$ cat src/rtl/dma_ring_pkg.sv
package dma_ring_pkg;
  typedef enum logic [1:0] {
    RA_CIDX = 2'd0,
    RA_LIDX = 2'd1,
    RA_STAT = 2'd2,
    RA_CTRL = 2'd3
  } reg_addr_e;

  // status bit positions
  localparam int ST_FERR = 4;
  localparam int ST_BCMP = 3;
  localparam int ST_LVB  = 2;
  localparam int ST_EQL  = 1;
  localparam int ST_HALT = 0;

  // sticky event vector order: 0 last-valid done, 1 completion, 2 fifo error
  localparam int EV_LVB  = 0;
  localparam int EV_BCMP = 1;
  localparam int EV_FERR = 2;
  localparam int EV_N    = 3;

  typedef struct packed {
    logic en_lvb;
    logic en_bcmp;
    logic en_ferr;
    logic run;
  } ctrl_t;
endpackage

$ cat src/rtl/dma_ring_index.sv
module dma_ring_index #(
  parameter int IDX_W = 5
) (
  input  logic             clk,
  input  logic             rst_n,
  input  logic             done_ok,
  input  logic             lidx_wr,
  input  logic [IDX_W-1:0] lidx_wdata,
  output logic [IDX_W-1:0] cidx,
  output logic [IDX_W-1:0] lidx,
  output logic             eql,
  output logic             done_last
);
  logic [IDX_W-1:0] cidx_q, cidx_n;
  logic [IDX_W-1:0] lidx_q, lidx_n;
  logic             eql_q, eql_n;
  logic             cidx_en;

  assign done_last = done_ok && (cidx_q == lidx_q);

  always_comb begin
    lidx_n  = lidx_wr ? lidx_wdata : lidx_q;
    eql_n   = eql_q;
    cidx_n  = cidx_q + IDX_W'(1);
    cidx_en = 1'b0;
    if (lidx_wr) begin
      eql_n   = 1'b0;
      cidx_en = eql_q;
    end else if (done_last) begin
      eql_n   = 1'b1;
    end
    if (done_ok && !done_last) cidx_en = 1'b1;
  end

  always_ff @(posedge clk or negedge rst_n) begin
    if (!rst_n) begin
      cidx_q <= '0;
      lidx_q <= '0;
      eql_q  <= 1'b0;
    end else begin
      if (cidx_en) cidx_q <= cidx_n;
      if (lidx_wr) lidx_q <= lidx_n;
      eql_q <= eql_n;
    end
  end

  assign cidx = cidx_q;
  assign lidx = lidx_q;
  assign eql  = eql_q;
endmodule

$ cat src/rtl/dma_ring_runctl.sv
module dma_ring_runctl (
  input  logic clk,
  input  logic rst_n,
  input  logic run,
  input  logic xfer_pending,
  input  logic eql,
  input  logic done_last,
  output logic halted
);
  logic halted_q, halted_n;

  always_comb begin
    halted_n = halted_q;
    if (halted_q) begin
      if (run && !eql) halted_n = 1'b0;
    end else if (done_last || eql || (!run && !xfer_pending)) begin
      halted_n = 1'b1;
    end
  end

  always_ff @(posedge clk or negedge rst_n) begin
    if (!rst_n) halted_q <= 1'b1;
    else        halted_q <= halted_n;
  end

  assign halted = halted_q;
endmodule

$ cat src/rtl/dma_ring_status.sv
module dma_ring_status #(
  parameter int EV_N = 3
) (
  input  logic            clk,
  input  logic            rst_n,
  input  logic [EV_N-1:0] ev_set,
  input  logic [EV_N-1:0] ev_clr,
  input  logic [EV_N-1:0] ev_en,
  output logic [EV_N-1:0] ev_q,
  output logic            irq
);
  logic [EV_N-1:0] ev_n;

  for (genvar i = 0; i < EV_N; i++) begin : g_ev
    always_comb ev_n[i] = ev_set[i] | (ev_q[i] & ~ev_clr[i]);

    always_ff @(posedge clk or negedge rst_n) begin
      if (!rst_n) ev_q[i] <= 1'b0;
      else        ev_q[i] <= ev_n[i];
    end
  end

  assign irq = |(ev_q & ev_en);
endmodule

$ cat src/rtl/dma_ring_ctrl.sv
module dma_ring_ctrl
  import dma_ring_pkg::*;
#(
  parameter int IDX_W  = 5,
  parameter int DATA_W = 16
) (
  input  logic              clk,
  input  logic              rst_n,
  input  logic              reg_wr,
  input  logic [1:0]        reg_addr,
  input  logic [DATA_W-1:0] reg_wdata,
  output logic [DATA_W-1:0] reg_rdata,
  input  logic              buf_done,
  input  logic              buf_ioc,
  input  logic              fifo_fault,
  input  logic              xfer_pending,
  output logic              fetch_en,
  output logic              halted,
  output logic              irq
);
  localparam int CTRL_W = $bits(ctrl_t);

  ctrl_t            ctrl_q, ctrl_n;
  logic             ctrl_wr, lidx_wr, stat_wr;
  logic             done_ok, done_last, eql;
  logic [IDX_W-1:0] cidx, lidx;
  logic [EV_N-1:0]  ev_set, ev_clr, ev_en, ev_q;
  logic [DATA_W-1:0] stat_word;
  logic             unused_wdata;

  assign ctrl_wr = reg_wr && (reg_addr == RA_CTRL);
  assign lidx_wr = reg_wr && (reg_addr == RA_LIDX);
  assign stat_wr = reg_wr && (reg_addr == RA_STAT);
  assign unused_wdata = ^reg_wdata;

  always_comb ctrl_n = ctrl_wr ? ctrl_t'(reg_wdata[CTRL_W-1:0]) : ctrl_q;

  always_ff @(posedge clk or negedge rst_n) begin
    if (!rst_n)       ctrl_q <= '0;
    else if (ctrl_wr) ctrl_q <= ctrl_n;
  end

  assign fetch_en = ctrl_q.run && !halted;
  assign done_ok  = buf_done && fetch_en;

  dma_ring_index #(.IDX_W(IDX_W)) u_index (
    .clk        (clk),
    .rst_n      (rst_n),
    .done_ok    (done_ok),
    .lidx_wr    (lidx_wr),
    .lidx_wdata (reg_wdata[IDX_W-1:0]),
    .cidx       (cidx),
    .lidx       (lidx),
    .eql        (eql),
    .done_last  (done_last)
  );

  dma_ring_runctl u_runctl (
    .clk          (clk),
    .rst_n        (rst_n),
    .run          (ctrl_q.run),
    .xfer_pending (xfer_pending),
    .eql          (eql),
    .done_last    (done_last),
    .halted       (halted)
  );

  always_comb begin
    ev_set          = '0;
    ev_set[EV_LVB]  = done_last;
    ev_set[EV_BCMP] = done_ok && buf_ioc;
    ev_set[EV_FERR] = fifo_fault;
    ev_clr          = '0;
    ev_clr[EV_LVB]  = stat_wr && reg_wdata[ST_LVB];
    ev_clr[EV_BCMP] = stat_wr && reg_wdata[ST_BCMP];
    ev_clr[EV_FERR] = stat_wr && reg_wdata[ST_FERR];
    ev_en           = '0;
    ev_en[EV_LVB]   = ctrl_q.en_lvb;
    ev_en[EV_BCMP]  = ctrl_q.en_bcmp;
    ev_en[EV_FERR]  = ctrl_q.en_ferr;
  end

  dma_ring_status #(.EV_N(EV_N)) u_status (
    .clk    (clk),
    .rst_n  (rst_n),
    .ev_set (ev_set),
    .ev_clr (ev_clr),
    .ev_en  (ev_en),
    .ev_q   (ev_q),
    .irq    (irq)
  );

  always_comb begin
    stat_word          = '0;
    stat_word[ST_FERR] = ev_q[EV_FERR];
    stat_word[ST_BCMP] = ev_q[EV_BCMP];
    stat_word[ST_LVB]  = ev_q[EV_LVB];
    stat_word[ST_EQL]  = eql;
    stat_word[ST_HALT] = halted;
  end

  always_comb begin
    unique case (reg_addr)
      RA_CIDX: reg_rdata = DATA_W'(cidx);
      RA_LIDX: reg_rdata = DATA_W'(lidx);
      RA_STAT: reg_rdata = stat_word;
      default: reg_rdata = DATA_W'(ctrl_q);
    endcase
  end
endmodule

$ cat config.mk
export PLATFORM = sky130hd
export DESIGN_NAME = dma_ring_ctrl
export DESIGN_NICKNAME = d
export VERILOG_FILES = /design/src/rtl/dma_ring_pkg.sv /design/src/rtl/dma_ring_index.sv /design/src/rtl/dma_ring_runctl.sv /design/src/rtl/dma_ring_status.sv /design/src/rtl/dma_ring_ctrl.sv
export SDC_FILE = /design/constraint.sdc
export NUM_CORES = 1
export LEC_CHECK = 0
export ABC_AREA = 1
export BUFFER_PORTS_ARGS = -buffer_cell sky130_fd_sc_hd__buf_2
export CAP_MARGIN = 30
export CORE_UTILIZATION = 40
export CTS_BUF_LIST = sky130_fd_sc_hd__clkbuf_2
export DETAILED_ROUTE_END_ITERATION = 7
export PLACE_DENSITY_LB_ADDON = 0.15
export SYNTH_ARGS = -nofsm -noshare
export SYNTH_HDL_FRONTEND = slang
export SYNTH_SLANG_ARGS = --single-unit
$ cat constraint.sdc
create_clock -name clk -period 1.75 [get_ports clk]
set_clock_uncertainty 0.05 [all_clocks]
set_input_delay 0.175 -clock clk [delete_from_list [all_inputs] [get_ports clk]]
set_output_delay 0.175 -clock clk [all_outputs]
set_load 0.01 [all_outputs]
==> impl_metrics.toml <==
[run_status]
status = "finished, final reports clean"

[synth]
ys_top_cells_by_area = "dfrtp_1 (39%), nand2_1 (18%), buf_4 (7.7%)"
ys_types = 22
yosys.area.top_type_share = 0.385
synth_simple_gate_area_frac = 0.304
ys_seq_area_frac = 0.408
synth_area_um2 = 1170
synthXorXnorAreaFrac = 0.0300
synth.avg_cell_area_um2 = 7.49
synth_seq_cells = 19
synthFlopType = "dfrtp_1"
synth-edff-count = 0
synth_cells = 156
synth_warnings = 0
synthTopCellsByCount = "nand2_1 (56), dfrtp_1 (18), inv_1 (15), o21ai_1 (13), buf_4 (12)"
yosysTopAreaCell = "dfrtp_1"
synth_compound_area_frac = 0.0953
synth_top_family_by_area = "simple AND/OR/NAND/NOR gates"
synth_most_common_cell = "nand2_1"
synthAdderAreaFrac = 0.0107
async_reset_ff_frac = 1.00
synthMuxAreaShare = 0

[drt]
dr.pass1.iters = 4
wl_per_cell_um = 11.2
vias_per_cell = 4.63
drc = 0
drtIter0Drc = 26
ant_nets = 0
drt_wl_total_um = 2400
vias = 986

[floorplanning]
start_util = 0.424
rows = 19
die_width_um = 56.1
core_um2 = 2760
dieArea_um2 = 3140
die_y_um = 56.1
io_pins = 44

[setup_path]
worstSetupEndpointType = "output port"
critPathRequiredTime_ns = 1.52
path_max_fanout = 5
worstSetupPathType = "reg -> out"
slowest_delay_ns = 0.63
cp_cell_sequence = "nand2_1 -> o21ai_1 -> a21oi_1 -> o21ai_0 -> buf_2"
cp_data_arrival_time_ns = 1.39
slowest_stage = "dfstp_2"
start_kind = "register"

[clock_tree]
clock_sinks = 19
clk_pin_slew_ns = 0.20
tritoncts = "built"
cts_resized = 0
numCtsBuffers = 3
root_buffer = "clkbuf_2"
clockBufferDepth = 2
htree_levels = 1
clock_latency_ns = 0.31

[placed_design]
pre_cts_ws_ns = 0.433
hpwl_um = 1860
port_buffers = 21
gp_congestion = 0.774

[timing]
timing.hold.ws_ns = 0.0405
finalSetupViolations = 0
period_minus_slack_ns = 1.61
finalSetupTns_ns = 0
rsz0062_at_grt = "false"
drv_slew = 0
hold_viol = 0
setup_ws_ns = 0.138
fin_crit_sh = 0.921
max_freq_ghz = 0.621

[power_and_ir_drop]
powerDensity_nw_per_um2 = 1040
p_leak_nw = 0.729
ir_drop_mv = 0.574

[final_layout]
fillers = 288
multi_input_area_um2 = 556
seq_area_um2 = 477
syn_to_final_growth_pct = 12.3
fin_util = 0.476
final_nets = 209
diodes = 0
drive_gt1_frac = 0.225

[global_routing]
grt_usage = 0.163
antenna_found_initial = 0
gr-total-overflow = 0
grt_pass1_vias = 936
grt_pass1_wl_um = 4020
grt_max_degree = 20

[job]
max-cap-violations = 0

[min_path]
hold_path.class = "in -> reg"
-- power breakdown --
group	internal, mW	switching [mW]
Sequential	0.548	0.140
Clock	0.0606	0.141
Combinational	0.199	0.271
-- cell families after synthesis --
logic type | after synthesis
adders and majority gates | 1
xor gates and xnor gates | 4
buffers and inverters | 34
and+or+nand+nor | 77
other | 1
AOI/OAI and AO/OA | 20
DFF | 19
-- final timing paths --
path | slack (ns) | cells after the start | startpoint | endpoint
hold reg to reg | 0.49 | 2 | ctrl_q[0] | ctrl_q[0]
hold / removal | 0.04 | 3 | reg_wdata[4] | u_index.lidx[4]
max in group asynchronous | 1.07 | 2 | rst_n | u_runctl.halted
setup / recovery | 0.14 | 5 | u_runctl.halted | reg_rdata[0]
setup reg to reg | 0.40 | 9 | u_index.cidx[2] | u_index.cidx[3]
min in group asynchronous | 0.25 | 2 | rst_n | u_index.cidx[2]
-- per-stage QoR --
step / cell area, um2 / power, mW / instances
finish: 1310 / 1.36 / 213
detailed placement: 1260 / 1.17 / 206
global placement: 1260 / 1.15 / 206
CTS: 1310 / 1.37 / 213
global route: 1310 / 1.46 / 213
floorplan: 1210 / 1.04 / 166
-- what timing repair did --
action,CTS,global route
hold buffers,3,0
endpoints found under the hold margin,20,0
setup buffers,0,0
-- critical path, delay by kind of cell, from the launching register on --
family,cells,cell delay [ns]
buffers and inverters,1,0.16
and+or+nand+nor,1,0.07
AOI/OAI and AO/OA,3,0.22
DFF,1,0.63
-- state kept, by name, indices dropped and copies added, names as in the netlist --
signal,count
u_runctl.halted,1
u_index.eql,1
u_index.lidx,5
u_status.ev_q,3
ctrl_q,4
u_index.cidx,5
-- layout make-up --
type	instances	share of cell area
Multi-Input combinational cell	113	0.423
Inverter	21	0.0601
Timing Repair Buffer	25	0.109
Tap cell	31	0.0296
Sequential cell	19	0.363
Clock buffer	4	0.0153
-- layout by cell type (no fill, tap or decap), drive strengths merged --
cell type    netlist  routed
o2111ai            3       3
dfrtp             18      18
nand4              1       1
xnor2              2       2
dlygate4sd3        0       3
nand3             11      11
buf               13      22
o21ai             15      15
clkbuf             0       4
xor2               2       2
nand2             59      59
nor2               5       5
dfstp              1       1
a21oi              2       2
conb               1      11
inv               21      21
nor3b              1       1
ha                 1       1
-- layer usage --
layer / routed length (um) / vias up / GRT usage
met2: 1110 / 18 / 0.264
li1: - / 517 / -
met3: 58 / 6 / 0.0302
met4: 54 / 0 / 0.0662
met1: 1180 / 445 / 0.215
met5: 0 / - / 0
Power figures use the tool's default switching activity.
